--- config.mk ---
export PLATFORM = sky130hd
export DESIGN_NAME = mailbox_bank
export DESIGN_NICKNAME = d
export VERILOG_FILES = /design/src/rtl/mbx_pkg.sv /design/src/rtl/mbx_fence.sv /design/src/rtl/mbx_slot.sv /design/src/rtl/mailbox_bank.sv
export SDC_FILE = /design/constraint.sdc
export NUM_CORES = 1
export LEC_CHECK = 0
export ABC_CLOCK_PERIOD_IN_PS = 1890
export CORE_AREA = 3 3 136 138
export CTS_CLUSTER_DIAMETER = 200
export DETAILED_ROUTE_END_ITERATION = 8
export DIE_AREA = 0 0 139 141
export DONT_BUFFER_PORTS = 1
export GPL_ROUTABILITY_DRIVEN = 0
export PLACE_DENSITY = 0.65
export SLEW_MARGIN = 30
export SYNTH_ARGS = -nofsm -noshare
export SYNTH_HDL_FRONTEND = slang
export SYNTH_HIERARCHICAL = 1
export SYNTH_SLANG_ARGS = --single-unit
export TNS_END_PERCENT = 1
--- constraint.sdc ---
create_clock -name clk -period 1.89 [get_ports clk]
set_input_delay 0.378 -clock clk [delete_from_list [all_inputs] [get_ports clk]]
set_output_delay 0.378 -clock clk [all_outputs]
set_load 0.03 [all_outputs]
--- src/rtl/mbx_pkg.sv ---
package mbx_pkg;

    localparam int WORD_W = 32;
    localparam int HALF_W = 16;

    // Half-word layout: payload, message kind, origin flag, doorbell
    typedef struct packed {
        logic [9:0] payload;
        logic [3:0] kind;
        logic       origin;
        logic       bell;
    } mbx_half_t;

    typedef struct packed {
        mbx_half_t up;   // function -> primary, bits 31:16
        mbx_half_t dn;   // primary -> function, bits 15:0
    } mbx_word_t;

    typedef enum logic [1:0] {
        HEN_NONE = 2'b00,
        HEN_DN   = 2'b01,
        HEN_UP   = 2'b10,
        HEN_BOTH = 2'b11
    } mbx_hen_e;

    function automatic mbx_word_t to_word(input logic [WORD_W-1:0] raw);
        return mbx_word_t'(raw);
    endfunction

endpackage

--- src/rtl/mbx_fence.sv ---
module mbx_fence #(
    parameter int IDX_W = 2,
    parameter int SELF  = 0
) (
    input  logic [IDX_W-1:0] addr,
    input  logic [1:0]       hen,
    input  logic [31:0]      word_q,
    output logic [1:0]       hen_ok,
    output logic [31:0]      rdata
);
    logic own;

    always_comb begin
        own    = (addr == IDX_W'(SELF));
        hen_ok = own ? hen : 2'b00;
        rdata  = own ? word_q : '0;
    end

endmodule

--- src/rtl/mbx_slot.sv ---
module mbx_slot
    import mbx_pkg::*;
(
    input  logic        clk,
    input  logic        rst,
    input  logic [1:0]  pri_hen,
    input  logic [31:0] pri_wdata,
    input  logic [1:0]  fn_hen,
    input  logic [31:0] fn_wdata,
    output logic [31:0] word_q,
    output logic        dn_bell,
    output logic        up_bell
);
    mbx_word_t cur, nxt, pw, fw;

    always_comb begin
        pw  = to_word(pri_wdata);
        fw  = to_word(fn_wdata);
        nxt = cur;
        // Low half: the primary is its sender and wins a contended write
        if (pri_hen[0])
            nxt.dn = pw.dn;
        else if (fn_hen[0])
            nxt.dn = fw.dn;
        // High half: the function is its sender and wins a contended write
        if (fn_hen[1])
            nxt.up = fw.up;
        else if (pri_hen[1])
            nxt.up = pw.up;
    end

    always_ff @(posedge clk) begin
        if (rst)
            cur <= '0;
        else
            cur <= nxt;
    end

    assign word_q  = cur;
    assign dn_bell = cur.dn.bell;
    assign up_bell = cur.up.bell;

endmodule

--- src/rtl/mailbox_bank.sv ---
module mailbox_bank
    import mbx_pkg::*;
#(
    parameter int NUM_FN = 4,
    parameter int IDX_W  = (NUM_FN > 1) ? $clog2(NUM_FN) : 1
) (
    input  logic                           clk,
    input  logic                           rst,
    input  logic [IDX_W-1:0]               pri_addr,
    input  logic [1:0]                     pri_hen,
    input  logic [31:0]                    pri_wdata,
    output logic [31:0]                    pri_rdata,
    input  logic [NUM_FN-1:0][IDX_W-1:0]   fn_addr,
    input  logic [NUM_FN-1:0][1:0]         fn_hen,
    input  logic [NUM_FN-1:0][31:0]        fn_wdata,
    output logic [NUM_FN-1:0][31:0]        fn_rdata,
    output logic [NUM_FN-1:0]              fn_irq,
    output logic [NUM_FN-1:0]              pri_irq_vec
);
    logic [NUM_FN-1:0][31:0] words;

    for (genvar i = 0; i < NUM_FN; i++) begin : g_slot
        logic [1:0] pri_hen_i;
        logic [1:0] fn_hen_i;

        assign pri_hen_i = (pri_addr == IDX_W'(i)) ? pri_hen : 2'b00;

        mbx_fence #(.IDX_W(IDX_W), .SELF(i)) u_fence (
            .addr   (fn_addr[i]),
            .hen    (fn_hen[i]),
            .word_q (words[i]),
            .hen_ok (fn_hen_i),
            .rdata  (fn_rdata[i])
        );

        mbx_slot u_slot (
            .clk       (clk),
            .rst       (rst),
            .pri_hen   (pri_hen_i),
            .pri_wdata (pri_wdata),
            .fn_hen    (fn_hen_i),
            .fn_wdata  (fn_wdata[i]),
            .word_q    (words[i]),
            .dn_bell   (fn_irq[i]),
            .up_bell   (pri_irq_vec[i])
        );
    end

    always_comb begin
        pri_rdata = '0;
        for (int k = 0; k < NUM_FN; k++)
            if (pri_addr == IDX_W'(k))
                pri_rdata = words[k];
    end

endmodule

Yosys cells after proc, flatten, opt, wreduce, memory -nomap -nowiden
Cells that the tools add are included.
Storage, ports and cells
  register bits: 128
  output and inout port bits: 168
Operators by class
  equality and inequality tests: 6
  mux-type cells: 32
  reduce and logical (&&, ||, !) cells: 10
Operator list (number)
  $mux W16: 16
  $mux W32: 8
  $mux W2: 8
  $reduce_bool A2 Y1: 8
  $eq A2 B2 Y1 const B: 4
  $eq A2 B1 Y1 const B: 2
  $logic_not A2 Y1: 2

Logic depth before layout (Yosys ltp)
Gate-level depths: netlist of the first run.
  depth in word-level cells: 5
  gate-level depth with buffers: 7
  mapped depth without buffers: 3

By module
The synthesis of the first run kept the hierarchy.
By module, submodules not included
  mbx_slot: instances 4, cells an instance 143, area each 1621.6 sq um, seq. area each 640.6 sq um
  mailbox_bank: instances 1, cells an instance 48, area each 847.1 sq um, seq. area each 0.0 sq um
  mbx_fence at g_slot[1].u_fence ...: instances 2, cells an instance 40, area each 370.4 sq um, seq. area each 0.0 sq um
  mbx_fence at g_slot[0].u_fence: instances 1, cells an instance 42, area each 491.7 sq um, seq. area each 0.0 sq um
  mbx_fence at g_slot[3].u_fence: instances 1, cells an instance 40, area each 285.3 sq um, seq. area each 0.0 sq um

Worst setup path before layout of the first run
Ideal clock, no wire load.
  kind: input-to-output
  start point: input port fn_addr[0] in the netlist's numbering
  end point: output port fn_rdata[29] in the netlist's numbering
  data arrival time: 1.259 ns
  required time: 1.512 ns
  setup slack: 0.253 ns
  stages on the path: 2
  buffers on the path: 1
  cell sequence: buf_4 > nor3b_1
RTL lines
  start, declared: RTL line mailbox_bank.sv:13  | input logic [NUM_FN-1:0][IDX_W-1:0] fn_addr,
  end, declared: RTL line mailbox_bank.sv:16  | output logic [NUM_FN-1:0][31:0] fn_rdata,

Worst setup path in the final report of the first run
  start point: register g_slot[3].u_slot.cur (netlist bit g_slot[3].u_slot/dn_bell)
  end point: output port pri_rdata[0]
On the way
  word-level cells in the longest chain between the ends: 1
Ends and longest elaborated chain
  start, declared: RTL line mbx_slot.sv:14  | mbx_word_t cur, nxt, pw, fw;
  start signal, assigned: RTL line mbx_slot.sv:36  | cur <= nxt;
  $mux W32: RTL line mailbox_bank.sv:52  | if (pri_addr == IDX_W'(k))
  end, declared: RTL line mailbox_bank.sv:12  | output logic [31:0] pri_rdata,
No other way between the ends.

==> metrics.log, run 1 <==
[metrics] worst min-delay path category: input pin to flop
[metrics] WL met2: 15000 um
[metrics] result of the run: finished clean
[metrics] highest fanout seen on the critical path: 4
[metrics] placed cell count: 942
[metrics] Worst Hold Slack: 0.0160 ns
[metrics] root cell of the clock tree: sky130_fd_sc_hd__clkbuf_16
[metrics] total count of max-transition violations in the final report: 0
[metrics] via count of the first global-routing pass: 6969
[metrics] buffer count from post-CTS setup fixing: 0
[metrics] H-tree levels: 4
[metrics] relative area change from synthesis to final layout: 4.64%
[metrics] leading cell types in the layout, fill and taps excluded: sky130_fd_sc_hd__mux2i_1 (128), sky130_fd_sc_hd__nor2b_1 (128), sky130_fd_sc_hd__dfxtp_1 (125)
[metrics] capturing element type of the critical path: primary output
[metrics] remaining number of nets flagged by the antenna check after routing: 0
[metrics] setup ws final: 0.0373 ns
[metrics] layout cell share with drive strength beyond 1: 40.3%
[metrics] net switching power of the design: 2.11 mW
[metrics] total die area: 0.0196 mm2
[metrics] sequential cell area fraction in the yosys report: 29.0%
[metrics] number of port buffers: 0
[metrics] CP Data Required Time: 1.51 ns
[metrics] critical path, cell by cell: mux4_2
[metrics] Boundary Pins: 350
[metrics] Post-Route Utilization: 53.5%
[metrics] top sig layer: met5
[metrics] slew of the pin with the lowest slew margin: 0.910 ns
[metrics] power density over the cells: 808 mW/mm2
[metrics] post-layout minimum cycle time: 1.85 ns
[metrics] maximum number of buffers from clock root to sink: 2
[metrics] number of cell rows: 48
[metrics] Num CTS Buffers: 17
[metrics] fin cells: 977
[metrics] flops & latches, synth: 128
[metrics] Fin Setup TNS: 0 ns
[metrics] power after layout: 7.48 mW
[metrics] Vias: 6586
[metrics] arrival time of the worst setup path: 1.47 ns
[metrics] clock sink count: 128
[metrics] maximum clock frequency: 540 MHz
[metrics] Place WS: 0.322 ns
[metrics] CTS clk-pin slew, worst paths: 0.06 ns
[metrics] Post-Place Cell Area: 0.00863 mm2
[metrics] Yosys warning count: 6
[metrics] width of the die: 139 um
[metrics] max-capacitance violation count: 0
[metrics] slowest library cell on the worst path: sky130_fd_sc_hd__mux4_2
[metrics] combinational share of power: 15.3%
[metrics] via/cell ratio: 6.74
[metrics] Inserted Diodes: 0
[metrics] number of fill cells: 1544
[metrics] met3 WL: 2750 um
[metrics] clock share of power: 43.6%
[metrics] sum of net half-perimeters after detailed placement: 20700 um
[metrics] number of unique standard cell types used by synthesis: 20
[metrics] Die Span Y: 141 um
[metrics] antenna violations before repair: 1
[metrics] synthesized area per cell: 11.3 um2
[metrics] number of hold violations in the final report: 0
[metrics] later-pin clock latency in the skew report: 0.41 ns
[metrics] drt total wl: 30100 um
[metrics] first-pass iteration count of the detailed router: 5
[metrics] maximum cell stage delay along the critical path: 0.63 ns
[metrics] clock skew: 0 ns
[metrics] final design instance area without fill: 0.00926 mm2
[metrics] total routing usage reported by global routing: 29.6%
[metrics] detailed-route wire length on metal 1: 11400 um
[metrics] Bufs and invs on worst path: 0
[metrics] category of the worst setup path launch point: flop
[metrics] number of nets in the layout: 921
[metrics] unrepaired setup endpoints after global routing: false
[metrics] largest net degree at the start of global routing: 128
[metrics] Static Leak: 3.26 nW
[metrics] switching share of total power: 28.3%
[metrics] Congestion Overflow GR: 0
[metrics] start-to-end type of the worst setup path: flop to primary output
[metrics] number of design-rule violations left by the first detailed-router iteration: 400
[metrics] final critical-path share of the clock period: 98.0%
[metrics] Routed WL per cell: 30.8 um
[metrics] VDD IR-drop max: 0.580 mV
[metrics] Worst slew margin: 39.3%
[metrics] Int Power: 5.37 mW
[metrics] Seq pwr share: 41.1%
[metrics] cell count after synthesis: 782
[metrics] wire length of the first global-routing pass: 44500 um
[metrics] kind of cell adding the most delay to the critical path: multiplexers
[metrics] final number of setup-violating endpoints: 0
[metrics] post-synth net total: 964
[metrics] TritonCTS clock tree: yes
[metrics] starting density of the core: 51.2%
[metrics] Remaining DRCs: 0
[metrics] post-synth design cell area: 0.00885 mm2
[metrics] core area: 0.0173 mm2
[what timing repair did]
action                                  CTS  global route
hold endpoints to repair                  2             1
cloned                                    0             0
endpoints found under the setup margin    3             2
gates resized for setup                   3             2
hold buffers                              1             2
[state kept, by name, indices dropped and copies added (netlist names)]
signal / cells
g_slot.u_slot/word_q: 120
g_slot.u_slot/dn_bell: 4
g_slot.u_slot/up_bell: 4
[power by group through the flow]
stage          logic, mW  clock network (mW)  registers, mW
2_1_floorplan       1.20                   0           3.05
3_3_place_gp        1.11                   0           3.11
3_5_place_dp        1.14                   0           3.12
4_1_cts             1.14                3.31           3.06
5_1_grt             1.21                3.42           3.09
6_report            1.15                3.26           3.07
[cell families after synthesis]
| kind of cell | Yosys count | synth area share (%) |
|---|---|---|
| buffers and inverters | 94 | 8.14 |
| AO/OA/AOI/OAI | 128 | 15.4 |
| multiplexers | 160 | 22.6 |
| AND/OR/NAND/NOR | 272 | 24.9 |
| flip-flops | 128 | 29.0 |
[cell type report]
cell class                 instances  area, um2  area share [%]
tap                              225        282            3.04
inverter                           8       30.0           0.324
sequential                       128       2570            27.7
timing repair buffer              24        200            2.16
clock buffer                      18        439            4.74
clock inverter                    14        143            1.54
multi-input combinational        560       5600            60.5
[worst paths after layout]
check	start	endpoint	slack [ns]	cells past startpoint
worst max-delay path	g_slot[3].u_slot/dn_bell	pri_rdata[0]	0.04	1
worst min-delay path	rst	g_slot[2].u_slot/word_q[26]	0.02	1
worst min register to register	g_slot[0].u_slot/word_q[31]	g_slot[0].u_slot/word_q[31]	0.57	2
worst max register to register	g_slot[1].u_slot/dn_bell	g_slot[1].u_slot/dn_bell	0.84	2
[synth_stat cells]
library cell               number  area share, %
sky130_fd_sc_hd__clkbuf_2       3           0.17
sky130_fd_sc_hd__clkbuf_1       9           0.38
sky130_fd_sc_hd__buf_12         8            1.8
sky130_fd_sc_hd__buf_6         19            2.4
sky130_fd_sc_hd__dfxtp_1      128             29
sky130_fd_sc_hd__nor2b_1      128            9.0
sky130_fd_sc_hd__and3b_2       68            7.7
sky130_fd_sc_hd__buf_1          8           0.34
sky130_fd_sc_hd__a211oi_2      80             11
sky130_fd_sc_hd__buf_2         22            1.2
sky130_fd_sc_hd__a211oi_1      48            4.1
sky130_fd_sc_hd__and3_1         2           0.14
sky130_fd_sc_hd__mux4_2        32            8.1
sky130_fd_sc_hd__and3b_1        4           0.40
sky130_fd_sc_hd__buf_4         17            1.4
sky130_fd_sc_hd__inv_1          8           0.34
sky130_fd_sc_hd__mux2i_1      128             14
sky130_fd_sc_hd__nor3b_2       30            4.2
sky130_fd_sc_hd__and3_2        34            2.9
sky130_fd_sc_hd__nor3b_1        6           0.51
[per-layer routing]
layer	global-route usage (%)	up-vias
li1	-	2828
met1	34.4	3309
met2	50.8	383
met3	9.63	64
met4	11.4	2
met5	0	-
(Power assumes the default switching activity.)
==> run 2, diff against run 1 <==
--- a/config.mk
+++ b/config.mk
@@ -6,13 +6,13 @@
 export NUM_CORES = 1
 export LEC_CHECK = 0
 export ABC_CLOCK_PERIOD_IN_PS = 1890
-export CORE_AREA = 3 3 136 138
+export CORE_AREA = 3 3 176 178
 export CTS_CLUSTER_DIAMETER = 200
 export DETAILED_ROUTE_END_ITERATION = 8
-export DIE_AREA = 0 0 139 141
+export DIE_AREA = 0 0 179 181
 export DONT_BUFFER_PORTS = 1
 export GPL_ROUTABILITY_DRIVEN = 0
-export PLACE_DENSITY = 0.65
+export PLACE_DENSITY = 0.47
 export SLEW_MARGIN = 30
 export SYNTH_ARGS = -nofsm -noshare
 export SYNTH_HDL_FRONTEND = slang
==> run 2 against run 1 <==
Net effect: clock power increased by 17%; utilization down 21 points; wire length increased by 18%; first-iteration DRC count down 20%; power rose by 7.6%; setup slack better by 0.011 ns; final cell count grew 18%; flip-flop and latch count unchanged; largest cell class unchanged; largest power group unchanged.
==> metrics.log, run 2 (synthesis gave the netlist of run 1 again) <==
[metrics] number of cell rows: 63
[metrics] drt total wl: 35500 um
[metrics] Routed WL per cell: 30.9 um
[metrics] CP Data Required Time: 1.51 ns
[metrics] capturing element type of the critical path: primary output
[metrics] via count of the first global-routing pass: 6614
[metrics] power after layout: 8.05 mW
[metrics] buffer count from post-CTS setup fixing: 0
[metrics] critical path, cell by cell: mux4_2
[metrics] Remaining DRCs: 0
[metrics] layout cell share with drive strength beyond 1: 41.2%
[metrics] storage element area: 0.00257 mm2
[metrics] Die Span Y: 181 um
[metrics] area of the multi-input gates: 0.00560 mm2
[metrics] VDD IR-drop max: 0.612 mV
[metrics] final critical-path share of the clock period: 97.4%
[metrics] number of hold violations in the final report: 0
[metrics] Num CTS Buffers: 17
[metrics] later-pin clock latency in the skew report: 0.41 ns
[metrics] clock skew: 0 ns
[metrics] total routing usage reported by global routing: 21.1%
[metrics] root cell of the clock tree: sky130_fd_sc_hd__clkbuf_16
[metrics] max-capacitance violation count: 0
[metrics] Boundary Pins: 350
[metrics] kind of cell adding the most delay to the critical path: multiplexers
[metrics] number of fill cells: 3036
[metrics] slowest library cell on the worst path: sky130_fd_sc_hd__mux4_2
[metrics] core area: 0.0296 mm2
[metrics] width of the die: 179 um
[metrics] start-to-end type of the worst setup path: flop to primary output
[metrics] TritonCTS clock tree: yes
[metrics] slew of the pin with the lowest slew margin: 0.915 ns
[metrics] highest fanout seen on the critical path: 4
[metrics] total die area: 0.0324 mm2
[metrics] sum of net half-perimeters after detailed placement: 24800 um
[metrics] unrepaired setup endpoints after global routing: false
[metrics] number of design-rule violations left by the first detailed-router iteration: 321
[metrics] Worst slew margin: 38.9%
[metrics] global route hottest layer: met2
[metrics] met2 Resource Use GR: 34.9%
[metrics] number of nets in the layout: 930
[metrics] met3 usage in global routing: 6.60%
[metrics] result of the run: finished clean
[metrics] flip-flop count of the largest register after layout: 120
[metrics] grt met1 use: 26.2%
[metrics] remaining number of nets flagged by the antenna check after routing: 0
[metrics] worst min-delay path category: input pin to flop
[metrics] total count of max-transition violations in the final report: 0
[metrics] Inserted Diodes: 0
[metrics] starting density of the core: 29.9%
[metrics] number of port buffers: 0
[metrics] largest net degree at the start of global routing: 129
[metrics] Vias: 6411
[metrics] Bufs and invs on worst path: 0
[metrics] Static Leak: 3.35 nW
[metrics] Fin Setup TNS: 0 ns
[metrics] maximum number of buffers from clock root to sink: 2
[metrics] post-layout minimum cycle time: 1.84 ns
[metrics] arrival time of the worst setup path: 1.46 ns
[metrics] first-pass iteration count of the detailed router: 4
[metrics] maximum cell stage delay along the critical path: 0.62 ns
[metrics] power density over the cells: 838 mW/mm2
[metrics] via/cell ratio: 5.57
[metrics] CTS clk-pin slew, worst paths: 0.06 ns
[metrics] relative area change from synthesis to final layout: 8.58%
[metrics] maximum clock frequency: 543 MHz
[metrics] clock sink count: 128
[metrics] Congestion Overflow GR: 0
[metrics] wire length of the first global-routing pass: 49900 um
[metrics] final number of setup-violating endpoints: 0
[metrics] antenna violations before repair: 3
[metrics] category of the worst setup path launch point: flop
[metrics] H-tree levels: 4
[metrics] leading cell types in the layout, fill and taps excluded: sky130_fd_sc_hd__mux2i_1 (128), sky130_fd_sc_hd__nor2b_1 (128), sky130_fd_sc_hd__dfxtp_1 (125)
==> run 2: cell types whose count changed in the layout (fill, tap and decap cells not counted), sizes merged <==
| cell | change |
|---|---|
| dlygate4sd3 | -2 |
| clkinv | -2 |
| inv | +4 |
| bufinv | +3 |
| clkinvlp | -5 |
| buf | +11 |
| clkbuf | -1 |
==> run 2: timing repair <==
item | in CTS | in global routing
gates resized for setup | 1 | 3
gates cloned | 0 | 0
hold buffers | 0 | 1
endpoints found under the setup margin | 1 | 1
endpoints found under the hold margin | 0 | 10
==> run 2: cell type report <==
class                           instances  area share, %
Inverter                                8          0.312
Tap cell                              390           5.08
Timing Repair Buffer                   33           2.86
Multi-Input combinational cell        560           58.2
Sequential cell                       128           26.7
Clock inverter                         14           2.40
Clock buffer                           17           4.43
==> run 2: where the power goes <==
group          leakage (nW)  total [mW]  switching [mW]  internal, mW
clock                 0.316        3.80            1.43          2.37
sequential             1.05        3.07           0.177          2.89
combinational          1.98        1.19           0.669         0.520
total                  3.35        8.05            2.28          5.78
==> run 2: path summary, 6_finish.rpt <==
kind / start / endpoint / slack [ns] / depth (start not counted)
setup / recovery: g_slot[1].u_slot/dn_bell / pri_rdata[0] / 0.05 / 1
setup reg to reg: g_slot[3].u_slot/up_bell / g_slot[3].u_slot/up_bell / 0.82 / 3
hold / removal: rst / g_slot[3].u_slot/word_q[20] / 0.04 / 1
hold reg to reg: g_slot[3].u_slot/word_q[27] / g_slot[3].u_slot/word_q[27] / 0.56 / 2
==> run 2: metal layers <==
layer	up-vias	routed length (um)
li1	2847	-
met1	3237	14700
met2	286	17100
met3	39	2830
met4	2	836
met5	-	13
==> run 2: stage by stage <==
step	hold slack, ns	util (%)	worst slack, ns	area, um2	cells
2_1_floorplan	0.451	-	0.253	8850	782
5_1_grt	0.0115	32.5	0.00227	9610	1150
6_report	0.0351	32.5	0.0487	9610	1150
4_1_cts	0.00330	32.5	0.00981	9600	1149
3_3_place_gp	0.459	30.2	0.365	8930	1118
3_5_place_dp	0.461	30.2	0.353	8930	1118
==> run 2: worst reg2reg max path, cell delays in order (launching register included) <==
cell and delay [ns]:
sky130_fd_sc_hd__dfxtp_1 0.46, sky130_fd_sc_hd__buf_4 0.23, sky130_fd_sc_hd__mux2i_1 0.10, sky130_fd_sc_hd__a211oi_2 0.20
==> run 3, diff against run 2 <==
==> constraint.sdc (replaced) <==
create_clock -name clk -period 1.89 [get_ports clk]
set_input_delay 0.0945 -clock clk [delete_from_list [all_inputs] [get_ports clk]]
set_output_delay 0.0945 -clock clk [all_outputs]
set_load 0.03 [all_outputs]
==> run 3 against run 2 <==
Net effect: highest routed layer unchanged; largest cell class unchanged; wire length is 3.1% higher; setup slack better by 0.17 ns; clock skew did not move.
==> metrics.log, run 3 (synthesis gave the netlist of run 1 again) <==
[metrics] result of the run: finished clean
[metrics] flip-flop count of the largest register after layout: 120
[metrics] CP Data Required Time: 2.19 ns
[metrics] total count of max-transition violations in the final report: 0
[metrics] width of the die: 179 um
[metrics] power density over the cells: 725 mW/mm2
[metrics] capturing element type of the critical path: flop
[metrics] number of nets in the layout: 1074
[metrics] layout cell share with drive strength beyond 1: 33.7%
[metrics] clock skew: 0 ns
[metrics] Worst slew margin: 41.8%
[metrics] sum of net half-perimeters after detailed placement: 24600 um
[metrics] final design instance area without fill: 0.0110 mm2
[metrics] category of the worst setup path launch point: input pin
[metrics] largest net degree at the start of global routing: 68
[metrics] Die Span Y: 181 um
[metrics] antenna violations before repair: 3
[metrics] Congestion Overflow GR: 0
[metrics] remaining number of nets flagged by the antenna check after routing: 0
[metrics] H-tree levels: 4
[metrics] Remaining DRCs: 0
[metrics] final number of setup-violating endpoints: 0
[metrics] fin cells: 1298
[metrics] number of port buffers: 0
[metrics] post-layout minimum cycle time: 1.67 ns
[metrics] Post-Place Cell Area: 0.00888 mm2
[metrics] max-capacitance violation count: 0
[metrics] CTS clk-pin slew, worst paths: 0.07 ns
[metrics] number of instances resized during post-cts repair: 0
[metrics] slew of the pin with the lowest slew margin: 0.872 ns
[metrics] later-pin clock latency in the skew report: 0.42 ns
[metrics] number of hold violations in the final report: 0
[metrics] total routing usage reported by global routing: 22.0%
[metrics] final critical-path share of the clock period: 88.4%
[metrics] Num CTS Buffers: 17
[metrics] power after layout: 7.99 mW
[metrics] starting density of the core: 29.9%
[metrics] drt total wl: 36700 um
[metrics] number of cell rows: 63
[metrics] placed cell count: 1111
[metrics] root cell of the clock tree: sky130_fd_sc_hd__clkbuf_16
[metrics] clock sink count: 128
[metrics] Static Leak: 4.09 nW
[metrics] area of the multi-input gates: 0.00559 mm2
[metrics] via count of the first global-routing pass: 7684
[metrics] wire length of the first global-routing pass: 52600 um
[metrics] arrival time of the worst setup path: 1.97 ns
[metrics] Fin Setup TNS: 0 ns
[metrics] Boundary Pins: 350
[metrics] Routed WL per cell: 28.2 um
[metrics] unrepaired setup endpoints after global routing: false
[metrics] maximum clock frequency: 598 MHz
[metrics] relative area change from synthesis to final layout: 24.4%
[metrics] number of design-rule violations left by the first detailed-router iteration: 409
[metrics] via/cell ratio: 5.44
[metrics] storage element area: 0.00256 mm2
[metrics] number of fill cells: 2951
[metrics] TritonCTS clock tree: yes
[metrics] Vias: 7057
[metrics] leading cell types in the layout, fill and taps excluded: sky130_fd_sc_hd__dlygate4sd3_1 (151), sky130_fd_sc_hd__mux2i_1 (128), sky130_fd_sc_hd__nor2b_1 (128), sky130_fd_sc_hd__dfxtp_1 (128), sky130_fd_sc_hd__a211oi_2 (80)
[metrics] first-pass iteration count of the detailed router: 5
[metrics] start-to-end type of the worst setup path: input pin to flop
[metrics] most frequent standard cell in the layout excluding fill and tap cells: sky130_fd_sc_hd__dlygate4sd3_1
[metrics] highest fanout seen on the critical path: 40
[metrics] VDD IR-drop max: 0.523 mV
[metrics] maximum number of buffers from clock root to sink: 2
[metrics] core area: 0.0296 mm2
[metrics] worst min-delay path category: input pin to flop
[metrics] total die area: 0.0324 mm2
==> run 3: worst max-delay path, cell delays in order <==
cell and delay, ns:
sky130_fd_sc_hd__dlygate4sd3_1 0.57, sky130_fd_sc_hd__nor3b_2 0.21, sky130_fd_sc_hd__buf_4 0.26, sky130_fd_sc_hd__nor2b_1 0.19, sky130_fd_sc_hd__a211oi_2 0.06, sky130_fd_sc_hd__dlygate4sd3_1 0.58
==> run 3: timing repair <==
| action | 4_1_cts | 5_1_grt |
|---|---|---|
| hold buffers | 152 | 0 |
| hold endpoints to repair | 128 | 0 |
| buffers inserted | 0 | 0 |
==> run 3: power by group <==
part	leakage, nW	switching, mW	internal, mW
sequential	1.05	0.183	2.89
clock	0.276	1.50	1.90
combinational	2.76	0.766	0.752
total	4.09	2.45	5.54
==> run 3: layout make-up <==
cell class                      count  area share, %
Antenna cell                        3         0.0682
Clock buffer                       18           3.99
Clock inverter                     14           1.33
Inverter                            8          0.273
Multi-Input combinational cell    560           50.7
Sequential cell                   128           23.3
Tap cell                          390           4.43
Timing Repair Buffer              177           15.9
==> run 3: path summary, 6_finish.rpt <==
path	startpoint	endpoint	slack, ns	depth (start not counted)
worst max-delay path	pri_addr[1]	g_slot[0].u_slot/word_q[6]	0.22	6
worst min-delay path	rst	g_slot[0].u_slot/dn_bell	0.17	2
worst min register to register	g_slot[2].u_slot/word_q[15]	g_slot[2].u_slot/word_q[15]	0.57	2
worst max register to register	g_slot[0].u_slot/up_bell	g_slot[0].u_slot/up_bell	0.28	3
==> run 3: stage by stage <==
step | utilization (%) | setup WS [ns] | hold WS, ns
6_report | 37.3 | 0.219 | 0.166
5_1_grt | 37.2 | 0.176 | 0.129
4_1_cts | 37.2 | 0.212 | 0.101
3_5_place_dp | 30.0 | 0.592 | 0.180
3_3_place_gp | 30.0 | 0.597 | 0.177
2_1_floorplan | - | 0.542 | 0.167
==> run 3: metal layers <==
metal | part of all wire, % | global-route usage [%] | vias up
li1 | - | - | 3138
met1 | 42 | 27.0 | 3534
met2 | 48 | 36.9 | 328
met3 | 7.7 | 6.62 | 53
met4 | 2.4 | 6.86 | 4
met5 | 0.093 | 0 | -
